File: config.mk
export PLATFORM = sky130hd
export DESIGN_NAME = keyed_watchdog
export DESIGN_NICKNAME = d
export VERILOG_FILES = /design/src/rtl/kwd_pkg.sv /design/src/rtl/kwd_timebase.sv /design/src/rtl/kwd_keyseq.sv /design/src/rtl/kwd_guard.sv /design/src/rtl/keyed_watchdog.sv
export SDC_FILE = /design/constraint.sdc
export NUM_CORES = 1
export LEC_CHECK = 0
export BUFFER_PORTS_ARGS = -buffer_cell sky130_fd_sc_hd__buf_2
export CAP_MARGIN = 20
export CELL_PAD_IN_SITES_DETAIL_PLACEMENT = 1
export CELL_PAD_IN_SITES_GLOBAL_PLACEMENT = 2
export CORE_ASPECT_RATIO = 0.9
export CORE_MARGIN = 4
export CORE_UTILIZATION = 30
export CTS_CLUSTER_DIAMETER = 120
export DETAILED_ROUTE_END_ITERATION = 8
export PLACE_DENSITY_LB_ADDON = 0.05
export SYNTH_ARGS = -nofsm -noshare
export SYNTH_HDL_FRONTEND = slang
export SYNTH_SLANG_ARGS = --single-unit
File: constraint.sdc
create_clock -name clk_i -period 1.5 [get_ports clk_i]
set_input_delay 0.375 -clock clk_i [delete_from_list [all_inputs] [get_ports clk_i]]
set_output_delay 0.375 -clock clk_i [all_outputs]
set_load 0.02 [all_outputs]
File: src/rtl/kwd_pkg.sv
package kwd_pkg;

    localparam int unsigned CODE_W   = 2;
    localparam int unsigned NUM_TAPS = 1 << CODE_W;

    localparam logic [7:0] KEY_OPEN  = 8'hA5;
    localparam logic [7:0] KEY_CLOSE = 8'h5A;

    typedef logic [CODE_W-1:0] ivl_code_t;

    typedef enum logic {
        SEQ_IDLE = 1'b0,
        SEQ_HALF = 1'b1
    } seq_state_e;

    typedef struct packed {
        logic ctrl_hit;
        logic key_hit;
    } wr_hit_t;

    typedef struct packed {
        logic      armed;
        logic      pending;
        ivl_code_t code;
    } guard_state_t;

    // True when the whole (zero-extended) word equals the key byte.
    function automatic logic word_is(input logic [31:0] word, input logic [7:0] key);
        return word == {24'd0, key};
    endfunction

endpackage

File: src/rtl/kwd_timebase.sv
module kwd_timebase
    import kwd_pkg::*;
#(
    parameter int unsigned CNT_W = 26,
    parameter int unsigned TAP0  = 19,
    parameter int unsigned TAP1  = 21,
    parameter int unsigned TAP2  = 23,
    parameter int unsigned TAP3  = 25
) (
    input  logic      clk_i,
    input  logic      rst_i,
    input  ivl_code_t code_i,
    output logic      fall_o
);

    logic [CNT_W-1:0]    cnt_q;
    logic [NUM_TAPS-1:0] tap_vec;
    logic [NUM_TAPS-1:0] tap_vec_q;

    always_ff @(posedge clk_i) begin
        if (rst_i) begin
            cnt_q     <= '0;
            tap_vec_q <= '0;
        end else begin
            cnt_q     <= cnt_q + CNT_W'(1);
            tap_vec_q <= tap_vec;
        end
    end

    // Every candidate tap is registered, so a new code compares like with like.
    for (genvar g = 0; g < NUM_TAPS; g++) begin : g_tap
        localparam int unsigned SEL = (g == 0) ? TAP0 :
                                      (g == 1) ? TAP1 :
                                      (g == 2) ? TAP2 : TAP3;
        assign tap_vec[g] = cnt_q[SEL];
    end

    assign fall_o = tap_vec_q[code_i] & ~tap_vec[code_i];


    count_step_chk: assert property (@(posedge clk_i) disable iff (rst_i)
        !$past(rst_i) |-> cnt_q == $past(cnt_q) + CNT_W'(1));

endmodule

File: src/rtl/kwd_keyseq.sv
module kwd_keyseq
    import kwd_pkg::*;
#(
    parameter int unsigned DATA_W = 16
) (
    input  logic              clk_i,
    input  logic              rst_i,
    input  logic              clr_i,
    input  logic              key_wr_i,
    input  logic [DATA_W-1:0] key_data_i,
    output logic              done_o
);

    seq_state_e st_q, st_d;
    logic       is_open, is_close;

    assign is_open  = word_is(32'(key_data_i), KEY_OPEN);
    assign is_close = word_is(32'(key_data_i), KEY_CLOSE);

    always_comb begin
        st_d   = st_q;
        done_o = 1'b0;
        if (key_wr_i) begin
            if (is_open) begin
                st_d = SEQ_HALF;
            end else begin
                done_o = (st_q == SEQ_HALF) && is_close;
                st_d   = SEQ_IDLE;
            end
        end
        if (clr_i) begin
            st_d = SEQ_IDLE;
        end
    end

    always_ff @(posedge clk_i) begin
        if (rst_i) st_q <= SEQ_IDLE;
        else       st_q <= st_d;
    end


    done_rewinds_chk: assert property (@(posedge clk_i) disable iff (rst_i)
        done_o |=> st_q == SEQ_IDLE);


    stray_cancels_chk: assert property (@(posedge clk_i) disable iff (rst_i)
        (key_wr_i && !is_open) |=> st_q == SEQ_IDLE);

endmodule

File: src/rtl/kwd_guard.sv
module kwd_guard
    import kwd_pkg::*;
(
    input  logic      clk_i,
    input  logic      rst_i,
    input  logic      arm_wr_i,
    input  ivl_code_t arm_code_i,
    input  logic      service_i,
    input  logic      fall_i,
    output ivl_code_t code_o,
    output logic      fire_o,
    output logic      seq_clr_o
);

    guard_state_t st_q, st_d;
    logic         fire_now;

    always_comb begin
        st_d     = st_q;
        fire_now = st_q.armed & fall_i & st_q.pending & ~service_i;
        if (fire_now) begin
            st_d.armed   = 1'b0;
            st_d.pending = 1'b0;
        end else begin
            if (st_q.armed && fall_i) begin
                st_d.pending = 1'b1;
            end else if (service_i) begin
                st_d.pending = 1'b0;
            end
            if (!st_q.armed && arm_wr_i) begin
                st_d.armed = 1'b1;
                st_d.code  = arm_code_i;
            end
        end
    end

    always_ff @(posedge clk_i) begin
        if (rst_i) begin
            st_q   <= '0;
            fire_o <= 1'b0;
        end else begin
            st_q   <= st_d;
            fire_o <= fire_now;
        end
    end

    assign code_o    = st_q.code;
    assign seq_clr_o = fire_now;


    single_pulse_chk: assert property (@(posedge clk_i) disable iff (rst_i)
        fire_o |=> !fire_o);


    disarm_after_fire_chk: assert property (@(posedge clk_i) disable iff (rst_i)
        fire_o |-> (!st_q.armed && !st_q.pending));


    code_locked_chk: assert property (@(posedge clk_i) disable iff (rst_i)
        (st_q.armed && $past(st_q.armed)) |-> $stable(st_q.code));


    idle_silent_chk: assert property (@(posedge clk_i) disable iff (rst_i)
        !$past(st_q.armed) |-> !fire_o);


    fire_needs_flag_chk: assert property (@(posedge clk_i) disable iff (rst_i)
        fire_o |-> $past(st_q.pending));

endmodule

File: src/rtl/keyed_watchdog.sv
module keyed_watchdog
    import kwd_pkg::*;
#(
    parameter int unsigned ADDR_W    = 4,
    parameter int unsigned DATA_W    = 16,
    parameter int unsigned CTRL_ADDR = 0,
    parameter int unsigned KEY_ADDR  = 1,
    parameter int unsigned CNT_W     = 26,
    parameter int unsigned TAP0      = 19,
    parameter int unsigned TAP1      = 21,
    parameter int unsigned TAP2      = 23,
    parameter int unsigned TAP3      = 25
) (
    input  logic              clk_i,
    input  logic              rst_i,
    input  logic              wr_en_i,
    input  logic [ADDR_W-1:0] wr_addr_i,
    input  logic [DATA_W-1:0] wr_data_i,
    output logic              wdt_reset_o
);

    localparam int unsigned CODE_LSB = 8;
    localparam logic [ADDR_W-1:0] CTRL_A = ADDR_W'(CTRL_ADDR);
    localparam logic [ADDR_W-1:0] KEY_A  = ADDR_W'(KEY_ADDR);

    wr_hit_t   hit;
    ivl_code_t wr_code;
    ivl_code_t cur_code;
    logic      fall;
    logic      service;
    logic      seq_clr;

    assign hit.ctrl_hit = wr_en_i && (wr_addr_i == CTRL_A);
    assign hit.key_hit  = wr_en_i && (wr_addr_i == KEY_A);
    assign wr_code      = ivl_code_t'(wr_data_i[CODE_LSB +: CODE_W]);

    kwd_timebase #(
        .CNT_W (CNT_W),
        .TAP0  (TAP0),
        .TAP1  (TAP1),
        .TAP2  (TAP2),
        .TAP3  (TAP3)
    ) u_timebase (
        .clk_i  (clk_i),
        .rst_i  (rst_i),
        .code_i (cur_code),
        .fall_o (fall)
    );

    kwd_keyseq #(
        .DATA_W (DATA_W)
    ) u_keyseq (
        .clk_i      (clk_i),
        .rst_i      (rst_i),
        .clr_i      (seq_clr),
        .key_wr_i   (hit.key_hit),
        .key_data_i (wr_data_i),
        .done_o     (service)
    );

    kwd_guard u_guard (
        .clk_i      (clk_i),
        .rst_i      (rst_i),
        .arm_wr_i   (hit.ctrl_hit),
        .arm_code_i (wr_code),
        .service_i  (service),
        .fall_i     (fall),
        .code_o     (cur_code),
        .fire_o     (wdt_reset_o),
        .seq_clr_o  (seq_clr)
    );

endmodule

== Word level (Yosys, flattened, before mapping) ==
Cells that the tools add are included.
Widths: inputs -> output; s select.
Storage, ports and cells
  bits in registers: 36
  output and inout port bits: 1
  word-level logic and storage cells: 38
  input port bits: 23
Cells by class
  add/sub/neg operators: 1
  muxes and demuxes: 9
  $lt $le $gt $ge: 1
  bitwise gates (word level): 7
  reductions and logical operators: 10
  eq/ne operators: 3
Operators with widths (number)
  $add 26x1->26 const B: 1
  $eq 16x7->1 const B: 1
  $eq 16x8->1 const B: 1
  $mux 1: 7
  $logic_and 1x1->1: 5
  $and 1x1->1: 4
  $bmux 1 s2: 2
  $eq 4x1->1 const B: 1
  $logic_not 4->1: 1
  $lt 2x3->1 const B: 1
  $not 1->1: 3
  $reduce_and 2->1: 1
  $reduce_bool 2->1: 1
  $reduce_or 2->1: 1
  $logic_not 1->1: 1

== Longest topological paths before layout ==
Gate-level depths: netlist of run 1.
  word-level depth: 9
  depth in mapped cells: 6
  depth with buffers taken out: 6

== Hierarchy ==
From an unflattened synthesis of run 1, not the netlist that was laid out.
Second synthesis, totals
  cell total of the unflattened synthesis: 184
  area, all modules: 1714.1 um2
Modules (own cells, without submodules)
  kwd_timebase: sequential area each 600.6 um2, area each 1321.3 um2, times used 1, cells an instance 148
  kwd_guard: sequential area each 100.1 um2, area each 203.9 um2, times used 1, cells an instance 20
  kwd_keyseq: sequential area each 20.0 um2, area each 138.9 um2, times used 1, cells an instance 13
  keyed_watchdog: sequential area each 0.0 um2, area each 50.0 um2, times used 1, cells an instance 3

== Worst setup path after synthesis of run 1 ==
Ideal clock, no wire load.
  kind: register to register
  start: register u_timebase.cnt_q[0]
  end: register u_timebase.cnt_q[22]
  setup slack: 1 ps
  library setup time: 128 ps
  path buffers: 0
  stages on the path, launching flop included: 7
  required time: 1372 ps
  arrival time: 1371 ps
  cells stage by stage: dfxtp_1 -> ha_1 -> nand4_1 -> nor3_2 -> nand4_1 -> xor2_1 -> nor2_1
On the way
  longest elaborated chain between the ends: 1
RTL lines
  start, declared: line kwd_timebase.sv:16  | logic [CNT_W-1:0] cnt_q;
  start signal, assigned: line kwd_timebase.sv:25  | cnt_q <= cnt_q + CNT_W'(1);
  $add 26x1->26: line kwd_timebase.sv:25
Every way passes these cells.
A chain may end at the register's enable or synchronous reset.

== Worst setup path after layout of run 1 ==
  start: register u_timebase.cnt_q[3]
  end: register u_timebase.cnt_q[7]
Same word-level chain as after synthesis.

==> results by stage, run 1 <==
Run status:
- The flow ran to the end, and the final reports show no timing, DRC or antenna violations.

Final layout:
- Excluding fillers, the count of instances in the completed layout stands at 281.
- Once layout is done, the placed cells without fillers occupy 2076 sq um.
- The layout cell share with drive strength beyond 1 is 0.3380.
- The area growth from synthesis to layout is 32.19%.
- After filler insertion, the fill cell instance count of the layout stands at 602.
- The repair_antennas step left the layout with diodes totalling 0.
- For this run, the post-layout net count is 239.

CTS:
- The number of sinks driven by the clock tree is 36.
- The later pin in the worst-skew pair is clocked with a latency of 0.29 ns.
- TritonCTS built the clock tree.
- In this run the number of H-tree levels came out at 2.
- The CTS root buffer is sky130_fd_sc_hd__clkbuf_8.
- The number of hold buffers added after CTS was 0.
- The clock slew at the register clock pins of the worst setup and hold paths is 0.07 ns.
- The number of buffers added by the clock tree synthesis step is 5.
- In this run the deepest clock path goes through 2 buffers.

Global route:
- Entering global routing, the biggest net connects 27 pins.
- For this run, global-route usage on met1 was measured as 0.1323.
- For this run, the total global-route usage over all layers was measured as 0.1228.
- The met3 layer usage reported by global route is 0.05297.
- For met2 alone, demand over resource in global routing was 0.2153.
- met2 is the most crowded layer.
- The via count of the first global-routing pass is 1,437.
- The number of antenna violations at the first check in global routing is 0.
- After global routing the overflow that remains totals 0.
- The wire length of the first global-routing pass is 6.389 mm.

Critical path:
- The worst register-to-register path has a setup slack of 0.09 ns.
- The endpoint kind of the worst setup timing path is a register.
- STA puts the critical path data required time at 1.67 ns.
- Along the worst path, the maximum fanout reaches 3.
- The critical path is of the reg2reg type.
- The worst register-to-register path ends at u_timebase.cnt_q[7]$_SDFF_PP0_.
- The data arrival time at the worst-slack endpoint is 1.57 ns.
- In this run the worst setup path terminates at u_timebase.cnt_q[7]$_SDFF_PP0_.
- The reg-to-reg startpoint is u_timebase.cnt_q[3]$_SDFF_PP0_.
- The critical path starts at u_timebase.cnt_q[3]$_SDFF_PP0_.
- The logic depth of the worst register-to-register path is 6.
- The worst setup path is launched from a register.

Detailed routing:
- The average wire length per cell after detail routing is 13.32 microns.
- The first TritonRoute pass finished after 4 iterations.
- The initial detailed-routing violation count is 33.
- The total DRC errors in the routed layout is 0.
- For this block, the routed nets add up to 3.743 mm of wire.
- The number of antenna-violating nets in the routed design is 0.
- The via-per-instance ratio is 4.737.
- Summing over every cut layer, the via total after detailed routing is 1,331.

Die:
- The top-level I/O count is 24.
- The initialized floorplan defines 24 standard-cell rows.
- The area of the die is 6457 sq um.
- The floorplan die width is 84.26 microns.
- The total area inside the core boundary comes to 4955 sq um.
- The initial utilization of the core area, before any placement, comes to 0.3169.
- The vertical die dimension is 76.64 microns.

Min path:
- The type of the worst min-delay path is in2reg.

Placed design:
- The final weighted congestion of routability-driven global placement is 0.8172.
- The cell count after placement is 271.
- Port buffering added 23 buffers.
- After detailed placement, the total cell area comes to 1902 sq um.
- The HPWL after detailed placement is 2.797 mm.

Synthesis:
- The cell area that synthesis handed to floorplanning was 1570 sq um.
- The share of synthesized area occupied by flip-flops and latches is 0.4590.
- Ranked by instance count, the synthesized netlist is headed by 36 x sky130_fd_sc_hd__dfxtp_1, 32 x sky130_fd_sc_hd__nor2_1, 20 x sky130_fd_sc_hd__xor2_1.
- The post-synthesis register bit count is 36.
- A synthesized cell averages 9.291 sq um.
- The most frequently used flop master after synthesis is sky130_fd_sc_hd__dfxtp_1.
- Counting every net in the synthesized netlist gives 193.
- The post-synthesis async set-or-reset flop share is 0.
- After synthesis, the cell types taking the most area are sky130_fd_sc_hd__dfxtp_1 46%, sky130_fd_sc_hd__xor2_1 11%, sky130_fd_sc_hd__nor2_1 7.6%.
- The number of flops mapped to enable cells by yosys is 0.
- The area share of the largest cell type after synthesis is 0.4590.
- The cell count after synthesis is 169.
- The synthesized netlist contains 30 unique library cells.
- During synthesis, Yosys emitted a total of 0 warnings.
- By instance count, the leading cell after synthesis is sky130_fd_sc_hd__dfxtp_1.
- The largest area contributor in the synthesized netlist is sky130_fd_sc_hd__dfxtp_1.

Timing:
- The minimum clock period after layout is 1.406 ns.
- The final period utilization is 0.9371.
- Setup repair after global routing could not meet its margin everywhere.
- The actual transition at the worst max-transition pin is 0.3190 ns.
- The fmax is 0.7114 GHz.
- On the final layout, the worst clock skew is 0.009808 ns.
- The number of endpoints with negative hold slack in the final report is 0.
- The final number of max-transition violations was 0.
- The number of failing setup endpoints in the final timing report is 0.
- The worst slew slack as a fraction of its limit is 0.7866.
- The worst hold slack is 0.4179 ns.

Pwr:
- The total power divided by cell area is 857.5 nW/um^2.
- The switching component of the power is 0.3906 mW.
- Summed over all cells, the static leakage comes to 0.8332 nW.
- The internal power is 1.389 mW.
- Of the total power, registers draw 0.547.
- The worst vdd rail ir drop is 497.5 uV.
- The fraction of power consumed by combinational cells is 0.060.
- The portion of total power attributed to the clock network is 0.392.
- The fraction of power spent switching nets is 0.2195.
- The design draws 1.780 mW.

Job:
- The tool flagged a number of max-cap violations equal to 0.
## kinds of logic after synthesis
group           synth area share
simple gates              0.3355
flops                     0.4590
compound gates           0.02789
buf+inv                  0.01753
fa+ha+maj               0.007967
xor+xnor                  0.1394
mux                      0.01275
## what timing repair did
| item | 4_1_cts | 5_1_grt |
|---|---|---|
| pin swaps | 1 | 6 |
| resized for setup | 1 | 18 |
| setup buffers | 0 | 2 |
| endpoints found under the setup margin | 2 | 20 |
| hold endpoints to repair | 0 | 0 |
## flip-flops by register name (all words and copies together) (netlist names)
register              flops
u_timebase.cnt_q         26
u_timebase.tap_vec_q      4
u_keyseq.st_q             1
u_guard.fire_o            1
u_guard.code_o            2
u_guard.st_q              2
## layer usage
| metal | wire length, microns | vias up |
|---|---|---|
| met5 | 0 | - |
| met1 | 1587 | 643 |
| li1 | - | 665 |
| met2 | 1927 | 21 |
| met3 | 197 | 2 |
| met4 | 30 | 0 |
## area by class of cell
| type | instances | area, sq um | area share |
|---|---|---|---|
| clock buffer | 6 | 82.58 | 0.03978 |
| sequential | 36 | 730.7 | 0.3520 |
| tap | 65 | 81.33 | 0.03918 |
| inverter | 2 | 7.507 | 0.003617 |
| clock inverter | 2 | 10.01 | 0.004822 |
| multi-input combinational | 126 | 874.6 | 0.4213 |
| timing repair buffer | 44 | 289.0 | 0.1392 |
## per-stage QoR
step / util / worst slack (ns) / setup TNS (ns)
floorplan: - / 0.001346 / 0
global placement: 0.3838 / -0.1758 / -0.6585
detailed placement: 0.3838 / -0.2613 / -0.9967
CTS: 0.4035 / 0.002347 / 0
global route: 0.4189 / -0.002246 / -0.002246
finish: 0.4189 / 0.09436 / 0
## worst min-delay path by stage
stage	from	end	slack, ns	cells after the start
3_3_place_gp	u_timebase.cnt_q[25]$_SDFF_PP0_	u_timebase.tap_vec_q[3]$_SDFF_PP0_	0.48	1
6_report	rst_i	u_timebase.cnt_q[8]$_SDFF_PP0_	0.42	2
2_1_floorplan	u_timebase.cnt_q[0]$_SDFF_PP0_	u_timebase.cnt_q[0]$_SDFF_PP0_	0.43	1
4_1_cts	rst_i	u_timebase.cnt_q[8]$_SDFF_PP0_	0.42	2
3_5_place_dp	u_timebase.cnt_q[25]$_SDFF_PP0_	u_timebase.tap_vec_q[3]$_SDFF_PP0_	0.49	1
5_1_grt	rst_i	u_timebase.cnt_q[8]$_SDFF_PP0_	0.42	2
## placed cells by master (no fill, tap or decap), types with 3 or more instances in the layout
cell and instances:
sky130_fd_sc_hd__and4_1 3, sky130_fd_sc_hd__dfxtp_1 28, sky130_fd_sc_hd__nand4_1 6, sky130_fd_sc_hd__nor2_1 31, sky130_fd_sc_hd__buf_2 23, sky130_fd_sc_hd__dfxtp_2 8
sky130_fd_sc_hd__nor3_1 4, sky130_fd_sc_hd__nand2_1 10, sky130_fd_sc_hd__clkbuf_8 6, sky130_fd_sc_hd__nor4bb_1 4, sky130_fd_sc_hd__xor2_1 20, sky130_fd_sc_hd__nor2b_1 6
sky130_fd_sc_hd__buf_4 19, sky130_fd_sc_hd__xnor2_1 5, sky130_fd_sc_hd__nand3b_1 3, sky130_fd_sc_hd__nand3_1 9
## power by group through the flow
| stage | combinational, mW | clock (mW) | sequential, mW |
|---|---|---|---|
| after detailed placement | 0.101 | 0 | 0.991 |
| after global routing | 0.121 | 0.768 | 0.975 |
| after CTS | 0.102 | 0.730 | 0.969 |
| final | 0.108 | 0.699 | 0.974 |
| after global placement | 0.0962 | 0 | 0.990 |
| after floorplan | 0.0361 | 0 | 0.992 |
## critical path: stages, from the launching register on
cell and delay (ns):
sky130_fd_sc_hd__dfxtp_1 0.38, sky130_fd_sc_hd__nand3_2 0.12, sky130_fd_sc_hd__buf_4 0.15, sky130_fd_sc_hd__or2_2 0.33, sky130_fd_sc_hd__nor2_2 0.12, sky130_fd_sc_hd__xnor2_1 0.13, sky130_fd_sc_hd__nor2_1 0.06
Note: power is estimated with default switching activity, not from simulation.
==> inputs of run 2 (changes only) <==
--- a/config.mk
+++ b/config.mk
@@ -9,11 +9,11 @@
 export CAP_MARGIN = 20
 export CELL_PAD_IN_SITES_DETAIL_PLACEMENT = 1
 export CELL_PAD_IN_SITES_GLOBAL_PLACEMENT = 2
-export CORE_ASPECT_RATIO = 0.9
 export CORE_MARGIN = 4
 export CORE_UTILIZATION = 30
 export CTS_CLUSTER_DIAMETER = 120
 export DETAILED_ROUTE_END_ITERATION = 8
+export MAX_ROUTING_LAYER = met4
 export PLACE_DENSITY_LB_ADDON = 0.05
 export SYNTH_ARGS = -nofsm -noshare
 export SYNTH_HDL_FRONTEND = slang
==> run 2 against run 1 <==
Net effect:
- clock power about the same
- fmax down 1.1%
- routed wire length down 6.1%
- critical path depth up 1
- global-route usage up 0.51 points
- first-iteration DRC count up 27%
- combinational power about the same
- die area about the same
- sequential power about the same
- critical endpoint is now u_timebase.cnt_q[14]$_SDFF_PP0_
- largest power group unchanged
- highest routed layer unchanged
==> results by stage, run 2 (synthesis results as in run 1) <==
Run status:
- The run finished with clean final reports.

CTS:
- The number of buffers added by the clock tree synthesis step is 5.
- The clock slew at the register clock pins of the worst setup and hold paths is 0.07 ns.
- The number of hold buffers added after CTS is 0.
- The clock latency at the later pin of the worst-skew pair is 0.28 ns.
- The H-tree depth reported by CTS is 2.
- TritonCTS built the clock tree.
- The clock drives 36 sinks.
- In this run the deepest clock path goes through 2 buffers.
- CTS placed an instance of sky130_fd_sc_hd__clkbuf_8 at the clock tree root.

Min path:
- The endpoint of the worst hold-timing path is u_guard.code_o[1]$_SDFFE_PP0P_.
- The type of the worst min-delay path is in2reg.
- Along the worst hold path, the cell count comes to 4.
- In this run the most critical hold path is launched from wr_data_i[9].

Detailed routing:
- The total wire length after detailed routing is 3.513 mm.
- For this run, design rule violations remaining after detail routing come to 0.
- In the routed layout, each cell is associated on average with a via count of 4.548.
- The number of antenna-violating nets in the routed design is 0.
- After detailed routing, the average wire length per cell comes to 12.03 microns.
- The first TritonRoute pass finished after 4 iterations.
- The routed via count is 1,328.
- The initial detailed-routing violation count is 42.

Pwr:
- VDD sags by at most 377.1 uV.
- Summed over all cells, the static leakage comes to 0.8675 nW.
- The fraction of power consumed by combinational cells is 0.062.
- The internal power is 1.398 mW.
- The fraction of power spent switching nets is 0.2130.
- The switching component of the power is 0.3785 mW.
- The relative contribution of sequential cells to total power is 0.546.
- For this design the ratio of total power to cell area is 834.4 nW/um^2.
- The portion of total power attributed to the clock network is 0.392.

Critical path:
- The data arrival time at the worst-slack endpoint is 1.59 ns.
- The cell class contributing the biggest share of worst-path delay is simple AND/OR/NAND/NOR gates.
- Traced cell by cell, the critical path runs through ha_2 > nand4_1 > nor3_2 > buf_4 > nand4_1 > xor2_1 > nor2_1.
- The data required time of the worst path is 1.67 ns.
- The reg-to-reg critical path endpoint is u_timebase.cnt_q[14]$_SDFF_PP0_.
- The worst setup path is launched from a register.
- The number of cells on the worst reg-to-reg path is 7.
- The slack of the worst reg-to-reg path is 0.08 ns.
- The worst setup path is captured at a register.
- The critical-path maximum fanout is 7.
- In this run the critical register-to-register path is launched from u_timebase.cnt_q[0]$_SDFF_PP0_.
- The largest individual stage delay along the critical path comes from the cell sky130_fd_sc_hd__dfxtp_2.
- The largest incremental delay on the critical path is 0.34 ns.
- The cell that appears most often on the critical path is sky130_fd_sc_hd__nand4_1.
- Counting both buffers and inverters, the worst setup path holds a total of 1.
- The critical path class is reg2reg.

Timing:
- Setup repair after global routing could not meet its margin everywhere.
- The clock skew is 0.003403 ns.
- Setup violations remaining at the end of the flow were counted as 0.
- The fmax is 0.7037 GHz.
- The final number of max-transition violations was 0.
- The minimum clock period after layout is 1.421 ns.
- The post-route worst setup slack is 0.07903 ns.
- The worst slew slack as a fraction of its limit is 0.7835.
- In the finished design, the share of the clock period the worst path needs comes to 0.9473.
- The number of endpoints with negative hold slack in the final report is 0.
- At the pin with the least slew margin, the transition time is 0.3237 ns.

Die:
- The vertical die dimension is 80.35 microns.
- The floorplan die width is 80.35 microns.
- The effective utilization at floorplan is 0.3094.
- The top-level I/O count is 24.
- The core region area is 5075 sq um.
- The floorplan step defined a die boundary enclosing 6455 sq um.
- The row count is 26.

Global route:
- The maximum number of pins on one net before global-route repair is 37.
- The via count of the first global-routing pass is 1,412.
- After global routing the overflow that remains totals 0.
- The number of antenna violations at the first check in global routing is 0.
- In the global route stage, overall resource usage came out at 0.1279.
- The first global-routing pass estimated 6.354 mm of wire.

Placed design:
- Once placement completed, the tool counted placed cells totaling 280.
- The final weighted congestion of routability-driven global placement is 0.7351.
- The worst slack after detailed placement is -0.2687 ns.
- Port buffering added 23 buffers.
- The HPWL reported at the end of detailed placement is 2.601 mm.

Final layout:
- In the layout the commonest cells are 32 x sky130_fd_sc_hd__nor2_1, 27 x sky130_fd_sc_hd__dfxtp_1, 24 x sky130_fd_sc_hd__buf_4.
- After the last flow step, the layout net total stands at 245.
- The final core utilization is 0.4196.
- The leading cell type in the layout, fill and taps excluded is sky130_fd_sc_hd__nor2_1.
- The area growth from synthesis to layout is 35.62%.
- Counting flops per register, the top entry is u_timebase.cnt_q.
- The final non-filler cell total is 292.
- In the final layout, the registers with the most flip-flops are u_timebase.cnt_q: 26 flops, u_timebase.tap_vec_q: 4 flops.
- The count of antenna diodes in the layout is 0.
- In the final layout, the multi-input gates occupy 874.6 sq um.
- Registers take 732.0 sq um.
- Counting the fill cells in the layout gives 634.
- The register with the most flip-flops in the layout has 26 of them.
- Of the cells placed in the final design, the portion with a size suffix greater than 1 is 0.3559.

Job:
- The max-capacitance violation count is 0.
run 2: changes by cell type in the layout (fill, tap and decap cells not counted), sizes merged:
cell	change
clkbuf	+2
buf	+6
clkinv	-2
run 2: worst max-delay path by stage:
stage	from	to	slack, ns	cells after the start
2_1_floorplan	u_timebase.cnt_q[0]$_SDFF_PP0_	u_timebase.cnt_q[22]$_SDFF_PP0_	0.001	6
3_3_place_gp	wr_data_i[8]	u_guard.fire_o$_SDFF_PP0_	-0.17	6
3_5_place_dp	wr_data_i[5]	u_guard.fire_o$_SDFF_PP0_	-0.27	6
4_1_cts	u_timebase.cnt_q[0]$_SDFF_PP0_	u_timebase.cnt_q[14]$_SDFF_PP0_	0.008	7
5_1_grt	u_timebase.cnt_q[0]$_SDFF_PP0_	u_timebase.cnt_q[19]$_SDFF_PP0_	-0.05	7
6_report	u_timebase.cnt_q[0]$_SDFF_PP0_	u_timebase.cnt_q[14]$_SDFF_PP0_	0.08	7
run 2: power by group through the flow:
stage	Sequential [mW]	Combinational [mW]	Clock (mW)
floorplan	0.992	0.0361	0
CTS	0.968	0.101	0.750
global route	0.971	0.123	0.791
detailed placement	0.990	0.100	0
global placement	0.990	0.0971	0
finish	0.971	0.110	0.696
run 2: metal layers:
metal | up-vias | part of all wire | track usage
li1 | 676 | - | -
met1 | 623 | 0.43 | 0.1430
met2 | 22 | 0.50 | 0.2177
met3 | 7 | 0.049 | 0.03812
met4 | 0 | 0.020 | 0.04223
met5 | - | 0 | -
run 2: cell type report:
| type | instances | share of cell area |
|---|---|---|
| sequential | 36 | 0.3437 |
| inverter | 2 | 0.003525 |
| tap | 70 | 0.04113 |
| multi-input combinational | 126 | 0.4107 |
| timing repair buffer | 50 | 0.1586 |
| clock buffer | 8 | 0.04230 |
run 2: repair_timing:
item,in CTS,in global routing
buffers inserted,0,4
gates resized for setup,0,22
endpoints found under the setup margin,0,19
run 2: per-stage QoR:
stage	TNS (ns)	hold WS, ns	power, mW	area (sq um)
floorplan	0	0.4297	1.028	1570
global placement	-0.6206	0.4805	1.087	1938
detailed placement	-0.9842	0.4830	1.091	1938
CTS	0	0.4328	1.819	2028
global route	-0.1537	0.4760	1.884	2130
finish	0	0.4375	1.777	2130
run 2: worst register-to-register path: stages (launching register included):
cell and delay, ns:
sky130_fd_sc_hd__dfxtp_2 0.34, sky130_fd_sc_hd__ha_2 0.18, sky130_fd_sc_hd__nand4_1 0.13, sky130_fd_sc_hd__nor3_2 0.13, sky130_fd_sc_hd__buf_4 0.18, sky130_fd_sc_hd__nand4_1 0.14, sky130_fd_sc_hd__xor2_1 0.17, sky130_fd_sc_hd__nor2_1 0.05
